`config.mk`:
```
export PLATFORM = sky130hd
export DESIGN_NAME = serial_adder_top
export DESIGN_NICKNAME = d
export VERILOG_FILES = /design/src/rtl/serial_add_pkg.sv /design/src/rtl/sa_full_adder.sv /design/src/rtl/sa_bit_reg.sv /design/src/rtl/sa_seq_ctrl.sv /design/src/rtl/serial_adder_top.sv
export SDC_FILE = /design/constraint.sdc
export NUM_CORES = 1
export LEC_CHECK = 0
export BUFFER_PORTS_ARGS = -buffer_cell sky130_fd_sc_hd__buf_2
export CAP_MARGIN = 25
export CORE_UTILIZATION = 44
export DETAILED_ROUTE_END_ITERATION = 7
export PLACE_DENSITY = 0.79
export SLEW_MARGIN = 20
export SYNTH_ARGS = -nofsm -noshare
export SYNTH_HDL_FRONTEND = slang
export SYNTH_HIERARCHICAL = 1
export SYNTH_SLANG_ARGS = --single-unit
```
`constraint.sdc`:
```
create_clock -name clk -period 1.3 [get_ports clk]
set_input_delay 0.39 -clock clk [delete_from_list [all_inputs] [get_ports clk]]
set_output_delay 0.39 -clock clk [all_outputs]
set_load 0.01 [all_outputs]
```
`src/rtl/serial_add_pkg.sv`:
```
package serial_add_pkg;

    typedef enum logic [1:0] {
        SEQ_IDLE = 2'd0,
        SEQ_RUN  = 2'd1,
        SEQ_DONE = 2'd2
    } seq_state_e;

endpackage

```
`src/rtl/sa_full_adder.sv`:
```
module sa_full_adder (
    input  logic in_x,
    input  logic in_y,
    input  logic in_c,
    output logic sum,
    output logic cout
);

    always_comb begin
        sum  = in_x ^ in_y ^ in_c;
        cout = (in_x & in_y) | (in_x & in_c) | (in_y & in_c);
    end

endmodule

```
`src/rtl/sa_bit_reg.sv`:
```
// Right-shifting operand register with a two-way input multiplexer:
// sel = 1 takes the parallel word, sel = 0 shifts in ser_in at the top.
module sa_bit_reg #(
    parameter int WIDTH = 8
) (
    input  logic             clk,
    input  logic             rst,
    input  logic             en,
    input  logic             sel,
    input  logic [WIDTH-1:0] par_in,
    input  logic             ser_in,
    output logic [WIDTH-1:0] q
);

    typedef struct packed {
        logic [WIDTH-1:0] word;
    } reg_state_t;

    reg_state_t st_d, st_q;

    always_comb begin
        st_d = st_q;
        if (en) begin
            if (sel) begin
                st_d.word = par_in;
            end else begin
                st_d.word = {ser_in, st_q.word[WIDTH-1:1]};
            end
        end
    end

    always_ff @(posedge clk) begin
        if (rst) begin
            st_q <= '0;
        end else begin
            st_q <= st_d;
        end
    end

    assign q = st_q.word;

endmodule

```
`src/rtl/sa_seq_ctrl.sv`:
```
module sa_seq_ctrl
    import serial_add_pkg::*;
#(
    parameter int WIDTH = 8
) (
    input  logic clk,
    input  logic rst,
    input  logic start,
    input  logic load_a,
    input  logic load_b,
    output logic en_a,
    output logic sel_a,
    output logic en_b,
    output logic sel_b,
    output logic clr_carry,
    output logic step,
    output logic fin
);

    localparam int CNT_W = $clog2(WIDTH + 1);
    localparam logic [CNT_W-1:0] LAST_STEP = CNT_W'(WIDTH - 1);

    typedef struct packed {
        seq_state_e       state;
        logic [CNT_W-1:0] cnt;
    } ctrl_state_t;

    ctrl_state_t st_d, st_q;

    logic is_idle;
    logic is_run;

    always_comb begin
        is_idle = (st_q.state == SEQ_IDLE);
        is_run  = (st_q.state == SEQ_RUN);
    end

    always_comb begin
        st_d = st_q;
        unique case (st_q.state)
            SEQ_IDLE: begin
                if (start) begin
                    st_d.state = SEQ_RUN;
                    st_d.cnt   = '0;
                end
            end
            SEQ_RUN: begin
                st_d.cnt = st_q.cnt + 1'b1;
                if (st_q.cnt == LAST_STEP) begin
                    st_d.state = SEQ_DONE;
                end
            end
            SEQ_DONE: begin
                st_d.state = SEQ_IDLE;
            end
            default: begin
                st_d.state = SEQ_IDLE;
                st_d.cnt   = '0;
            end
        endcase
    end

    always_ff @(posedge clk) begin
        if (rst) begin
            st_q.state <= SEQ_IDLE;
            st_q.cnt   <= '0;
        end else begin
            st_q <= st_d;
        end
    end

    always_comb begin
        sel_a     = is_idle;
        sel_b     = is_idle;
        en_a      = is_run | (is_idle & load_a);
        en_b      = is_run | (is_idle & load_b);
        clr_carry = is_idle & start;
        step      = is_run;
        fin       = (st_q.state == SEQ_DONE);
    end

endmodule

```
`src/rtl/serial_adder_top.sv`:
```
module serial_adder_top #(
    parameter int WIDTH = 8
) (
    input  logic             clk,
    input  logic             rst,
    input  logic             start,
    input  logic             load_a,
    input  logic             load_b,
    input  logic [WIDTH-1:0] din_a,
    input  logic [WIDTH-1:0] din_b,
    output logic [WIDTH-1:0] a_out,
    output logic [WIDTH-1:0] b_out,
    output logic             busy,
    output logic             done,
    output logic             carry_out
);

    typedef struct packed {
        logic carry;
    } dp_state_t;

    dp_state_t st_d, st_q;

    logic en_a, sel_a, en_b, sel_b, clr_carry, step, fin;
    logic [WIDTH-1:0] a_q, b_q;
    logic fa_sum, fa_cout;

    sa_seq_ctrl #(.WIDTH(WIDTH)) ctrl_i (
        .clk       (clk),
        .rst       (rst),
        .start     (start),
        .load_a    (load_a),
        .load_b    (load_b),
        .en_a      (en_a),
        .sel_a     (sel_a),
        .en_b      (en_b),
        .sel_b     (sel_b),
        .clr_carry (clr_carry),
        .step      (step),
        .fin       (fin)
    );

    sa_full_adder fa_i (
        .in_x (a_q[0]),
        .in_y (b_q[0]),
        .in_c (st_q.carry),
        .sum  (fa_sum),
        .cout (fa_cout)
    );

    // A takes the sum bit; B recirculates its own low bit.
    sa_bit_reg #(.WIDTH(WIDTH)) reg_a_i (
        .clk    (clk),
        .rst    (rst),
        .en     (en_a),
        .sel    (sel_a),
        .par_in (din_a),
        .ser_in (fa_sum),
        .q      (a_q)
    );

    sa_bit_reg #(.WIDTH(WIDTH)) reg_b_i (
        .clk    (clk),
        .rst    (rst),
        .en     (en_b),
        .sel    (sel_b),
        .par_in (din_b),
        .ser_in (b_q[0]),
        .q      (b_q)
    );

    always_comb begin
        st_d = st_q;
        if (clr_carry) begin
            st_d.carry = 1'b0;
        end else if (step) begin
            st_d.carry = fa_cout;
        end
    end

    always_ff @(posedge clk) begin
        if (rst) begin
            st_q <= '0;
        end else begin
            st_q <= st_d;
        end
    end

    assign a_out     = a_q;
    assign b_out     = b_q;
    assign busy      = step;
    assign done      = fin;
    assign carry_out = st_q.carry;

endmodule

```
# Yosys cells after proc, flatten, opt, wreduce, memory -nomap -nowiden
# Index checks and enable logic that the tools add are counted.
word_totals:
  reg_bits: 23
  input_bits: 21
  output_inout_bits: 19
  wordCells: 34
op_classes:
  n_addsub: 1
  eq_ne: 5
  muxes: 6
  bitwise: 13
  reduce_logical: 4
op_table:
  columns: ["operator", "n"]
  rows:
  - ["8-bit two-way mux", 2]
  - ["4-bit case mux with 3 select lines", 1]
  - ["1-bit AND", 6]
  - ["6-bit two-way mux", 1]
  - ["4-bit by 1-bit adder with 4-bit output (second input constant)", 1]
  - ["4-bit by 3-bit == test with 1-bit output (second input constant)", 1]
  - ["2-bit inequality test (second input constant)", 2]
  - ["1-bit OR", 4]
  - ["2-bit case mux with 2 select lines", 1]
  - ["2-bit AND reduction", 2]
  - ["2-bit by 1-bit == test with 1-bit output (second input constant)", 1]
  - ["2-bit == test (second input constant)", 1]
  - ["2-bit logical NOT", 1]
  - ["2-bit two-way mux", 1]
  - ["2-bit OR reduction", 1]
  - ["1-bit XOR", 2]
  - ["1-bit NOT", 1]

# Logic depth before layout (Yosys ltp)
depth:
  word_depth: 3
  depth_mapped: 7
  ltp_nobuf: 4

# Hierarchy
# Netlist, hierarchy kept.
modules_own_cells:
  columns: ["module", "n_inst", "cells_each", "area_each_um2", "seq_area_each_um2"]
  rows:
  - ["sa_bit_reg", 2, 36, 369.1, 160.2]
  - ["sa_seq_ctrl", 1, 38, 347.8, 120.1]
  - ["serial_adder_top", 1, 3, 40.0, 20.0]
  - ["sa_full_adder", 1, 1, 20.0, 0.0]

# Worst setup path after synthesis
# Ideal clock, no wire load.
synth_path:
  path_kind: "flip-flop to flip-flop"
  startpoint: "register ctrl_i/st_q[4] in the netlist's numbering"
  endpoint: "register reg_b_i.st_q, in the netlist reg_b_i/q[5]"
  setup_ns: 0.129
  arrival_time_ns: 1.133
  required_time_ns: 1.171
  setup_slack_ns: 0.038
  stages_incl_launch_ff: 7
  n_path_buf: 3
  period_less_slack_ns: 1.262
  path_cell_list: "dfxtp_1 > clkbuf_2 > nor2_1 > buf_4 > buf_6 > mux2i_1 > a211oi_2"
synth_via:
  elab_chain_len: 3
  word_cells_on_any_way: 5
  cone_classes: "eq/ne: 1; mux: 1; bitwise: 2; reduce/logical: 1"
synth_lines:
  columns: ["item", "line", "source"]
  rows:
  - ["from (decl)", "sa_seq_ctrl.sv:28", "ctrl_state_t st_d, st_q;"]
  - ["from (signal assigned)", "sa_seq_ctrl.sv:68", "st_q <= st_d;"]
  - ["2-bit logical NOT *", "sa_seq_ctrl.sv:34", "is_idle = (st_q.state == SEQ_IDLE);"]
  - ["named net sel_a", "serial_adder_top.sv:24", "logic en_a, sel_a, en_b, sel_b, clr_carry, step, fin;"]
  - ["1-bit AND", "sa_seq_ctrl.sv:76", "en_b = is_run | (is_idle & load_b);"]
  - ["1-bit OR", "sa_seq_ctrl.sv:76", null]
  - ["to (signal assigned)", "sa_bit_reg.sv:36", "st_q <= st_d;"]
  - ["to (decl)", "sa_bit_reg.sv:19", "reg_state_t st_d, st_q;"]
# The timed path passes the listed nets; every way through them passes the cells marked *.
# A chain may end at the register's enable or synchronous reset.

# Worst setup path in the final report
layout_path:
  startpoint: "register ctrl_i/st_q[5] in the netlist's numbering"
  endpoint: "output busy"
layout_via:
  elab_chain_len: 1
layout_lines:
  columns: ["item", "line", "source"]
  rows:
  - ["2-bit by 1-bit == test with 1-bit output", "sa_seq_ctrl.sv:35", "is_run = (st_q.state == SEQ_RUN);"]
  - ["to (decl)", "serial_adder_top.sv:13", "output logic busy,"]
# Every way passes these cells.

==> results by group <==
STA
  • RSZ-0062 raised after global routing: yes
  • Fmax: about 700 MHz
  • Setup Viol. Count Final: 3
  • Final clock skew: around 0.007 ns
  • Final period util: 1.09
  • Final Hold Viols: 0
  • Worst-margin pin slew: about 0.23 ns
  • Final Worst Setup Slack: -0.115 ns
  • Post-Route Setup TNS: -0.179 ns
  • Min Tclk post-route: 1.41 ns
  • Pins Over Slew Limit: 0
  • Max_slew headroom: 0.844

Route
  • Pre-antenna DRT Iters: 4
  • DRC errors left: 0
  • Final ANT Viol Nets: 0
  • Routed WL: approximately 2500 microns
  • Drt first-iter violations: 15
  • WL per Instance: around 14 microns
  • DR vias: ~1000
  • DR vias/cell: 5.33

Yosys
  • Area fraction of the dominant cell type after synthesis: 0.402
  • Top FF cell, synth: dfxtp_1
  • Synth area leaders: dfxtp_1 40%, mux2i_1 15%, a211oi_1 9.2%, nor2_1 8.2%, buf_6 3.9%
  • Mapped Area: approximately 0.0011 sq mm
  • Largest area contributor in the netlist: dfxtp_1
  • Most numerous cell in the Yosys netlist: nor2_1
  • Post-synth EDFFs: 0
  • Synth unique cells: 28
  • Post-Synthesis Net Count: around 140
  • Synth Register Bits: 23
  • Mean Syn Cell Area: 10.1 sq um
  • Register area share after synthesis: 0.402
  • Warnings from Yosys: 6
  • Synth top cells by count: 25 x nor2_1, 23 x dfxtp_1, 17 x mux2i_1
  • Asr flop ratio synth: 0
  • Synth Instances: around 110

Final layout
  • Area Overhead vs Synth: 29.5%
  • Util after Layout: 0.599
  • Ant diodes: 0
  • Final Non-Filler Cells: approximately 190
  • Share of post-route cells with drive strength above 1: 0.452
  • Final-stage net count: ~180

Global routing
  • Global Route Usage Sum: 0.183
  • Largest net degree at the start of global routing: 25
  • First-pass GRT wire length: 3750 microns
  • Gr ovfl total: 0
  • Initial antenna violation count: 0
  • Vias in the first global route: 898

Min path
  • Worst min-delay path class: primary input to register
  • Min-delay src: rst
  • Hold path depth: 4
  • Hold Path End: ctrl_i/st_q[3]

Clock tree
  • Max clock buf depth: 2
  • Hold buffers post-CTS: 0
  • Clock transition at path regs: ~0.13 ns
  • CTS root buffer: clkbuf_4
  • Clk sinks: 23
  • TritonCTS clock tree: done
  • TritonCTS Buffers: 3
  • Clk Latency, worst-skew pair: 0.31 ns
  • H-tree depth: 1

Pwr
  • Flop pwr share: 0.544
  • Clock power frac: 0.225
  • Cell Int Power: between 1 and 1.5 mW
  • Combinational power share: 0.231
  • Sw frac: 0.292
  • Power per cell area: just under 1000 mW/mm^2
  • Leak pwr: approximately 0.7 nW
  • Power Total: approximately 1.5 mW
  • Switch Pwr: between 0.4 and 0.5 mW
  • Worst VDD drop: between 0.5 and 0.6 mV

Die
  • Die area: about 0.0028 sq mm
  • Die Ht: between 50 and 60 microns
  • Initial Utilization: 0.463
  • Rows: 18
  • Ports: 40
  • Core area: 0.00248 sq mm
  • Die X: about 53 microns

Critical path
  • Max FO, Critical Path: 3
  • Reg2reg path depth: 6
  • Crit end category: output pin
  • Worst R2R Start: ctrl_i/st_q[5]
  • Register-to-register setup slack: -0.02 ns
  • Setup CP Type: register to output pin
  • R2R Path End: reg_b_i/q[4]
  • Startpoint types: register
  • Critical path required time: 0.91 ns
  • Critical Path AT: ~1.0 ns

Place
  • Port Buffers: 39
  • GPL Wtd Cong: 0.797
  • Dpl hpwl: 1730 microns
  • Placed cells: 180

Outcome
  • Status: finished with violations
  • Failing checks: setup timing

Job
  • Max Cap Violations: 0
[stage by stage]
step	setup WS (ns)	instance area (sq um)	hold WS, ns
after floorplan	0.0380	1150	0.461
after global placement	0.112	1380	0.481
after detailed placement	0.0803	1380	0.491
after CTS	-0.110	1450	0.407
after global routing	-0.161	1480	0.407
final	-0.115	1480	0.409
[layout by cell type, fill, tap and decap left out, types with 2 or more instances in the layout]
| master | count |
|---|---|
| a211oi_2 | 4 |
| buf_2 | 38 |
| buf_6 | 4 |
| nor2_1 | 23 |
| dfxtp_2 | 2 |
| a32oi_1 | 2 |
| dfxtp_1 | 19 |
| a211oi_1 | 12 |
| buf_4 | 5 |
| nand2_1 | 2 |
| buf_12 | 2 |
| clkbuf_4 | 3 |
| nand4b_1 | 3 |
| dfxtp_4 | 2 |
| mux2i_1 | 15 |
| mux2i_2 | 2 |
[power by group through the flow]
stage	clock network, mW	logic (mW)	registers, mW
CTS	0.336	0.321	0.796
finish	0.330	0.339	0.798
floorplan	0	0.186	0.828
global route	0.367	0.367	0.806
global placement	0	0.305	0.809
detailed placement	0	0.315	0.812
[how the worst max path moves through the flow]
stage              startpoint            to  slack (ns)  cells after the start
2_1_floorplan  ctrl_i/st_q[4]  reg_b_i/q[5]        0.04                      6
3_3_place_gp     reg_a_i/q[0]  reg_a_i/q[7]        0.11                      3
3_5_place_dp   ctrl_i/st_q[4]  reg_b_i/q[3]        0.08                      5
4_1_cts        ctrl_i/st_q[5]          busy       -0.11                      3
5_1_grt        ctrl_i/st_q[5]          busy       -0.16                      3
6_report       ctrl_i/st_q[5]          busy       -0.11                      3
[logic make-up after synthesis]
group | count (synthesis) | synth area share
AOI/OAI and AO/OA | 21 | 0.150
adders and majority gates | 2 | 0.0284
DFF | 23 | 0.402
buffers and inverters | 11 | 0.0731
muxes | 17 | 0.148
xor gates and xnor gates | 1 | 0.00764
and+or+nand+nor | 39 | 0.191
[timing repair]
action / CTS / global route
setup endpoints to repair: 3 / 18
setup buffers: 2 / 1
gates resized for setup: 10 / 7
gates cloned: 0 / 1
pin swaps: 0 / 2
[state kept, by name (all words and copies together) (netlist names)]
name	count
carry_out	1
ctrl_i/st_q	6
reg_a_i/q	8
reg_b_i/q	8
[critical path, stage by stage, from the launching register on]
cell and delay, ns:
dfxtp_4 0.37, buf_6 0.12, nor2b_4 0.12, buf_6 0.11
[layout make-up]
cell class | instances | area (sq um)
Inverter | 1 | 3.75
Tap cell | 30 | 37.5
Sequential cell | 23 | 470
Timing Repair Buffer | 49 | 313
Clock buffer | 3 | 22.5
Clock inverter | 1 | 5.00
Multi-Input combinational cell | 80 | 632
Fill cell | 217 | 993
[layer usage]
metal,global-route usage,up-vias,routed length [microns]
met5,0,-,0
met4,0.0789,0,28
met3,0.0316,4,83
met2,0.329,19,1340
met1,0.208,481,1090
li1,-,492,-
(Power assumes the default switching activity.)
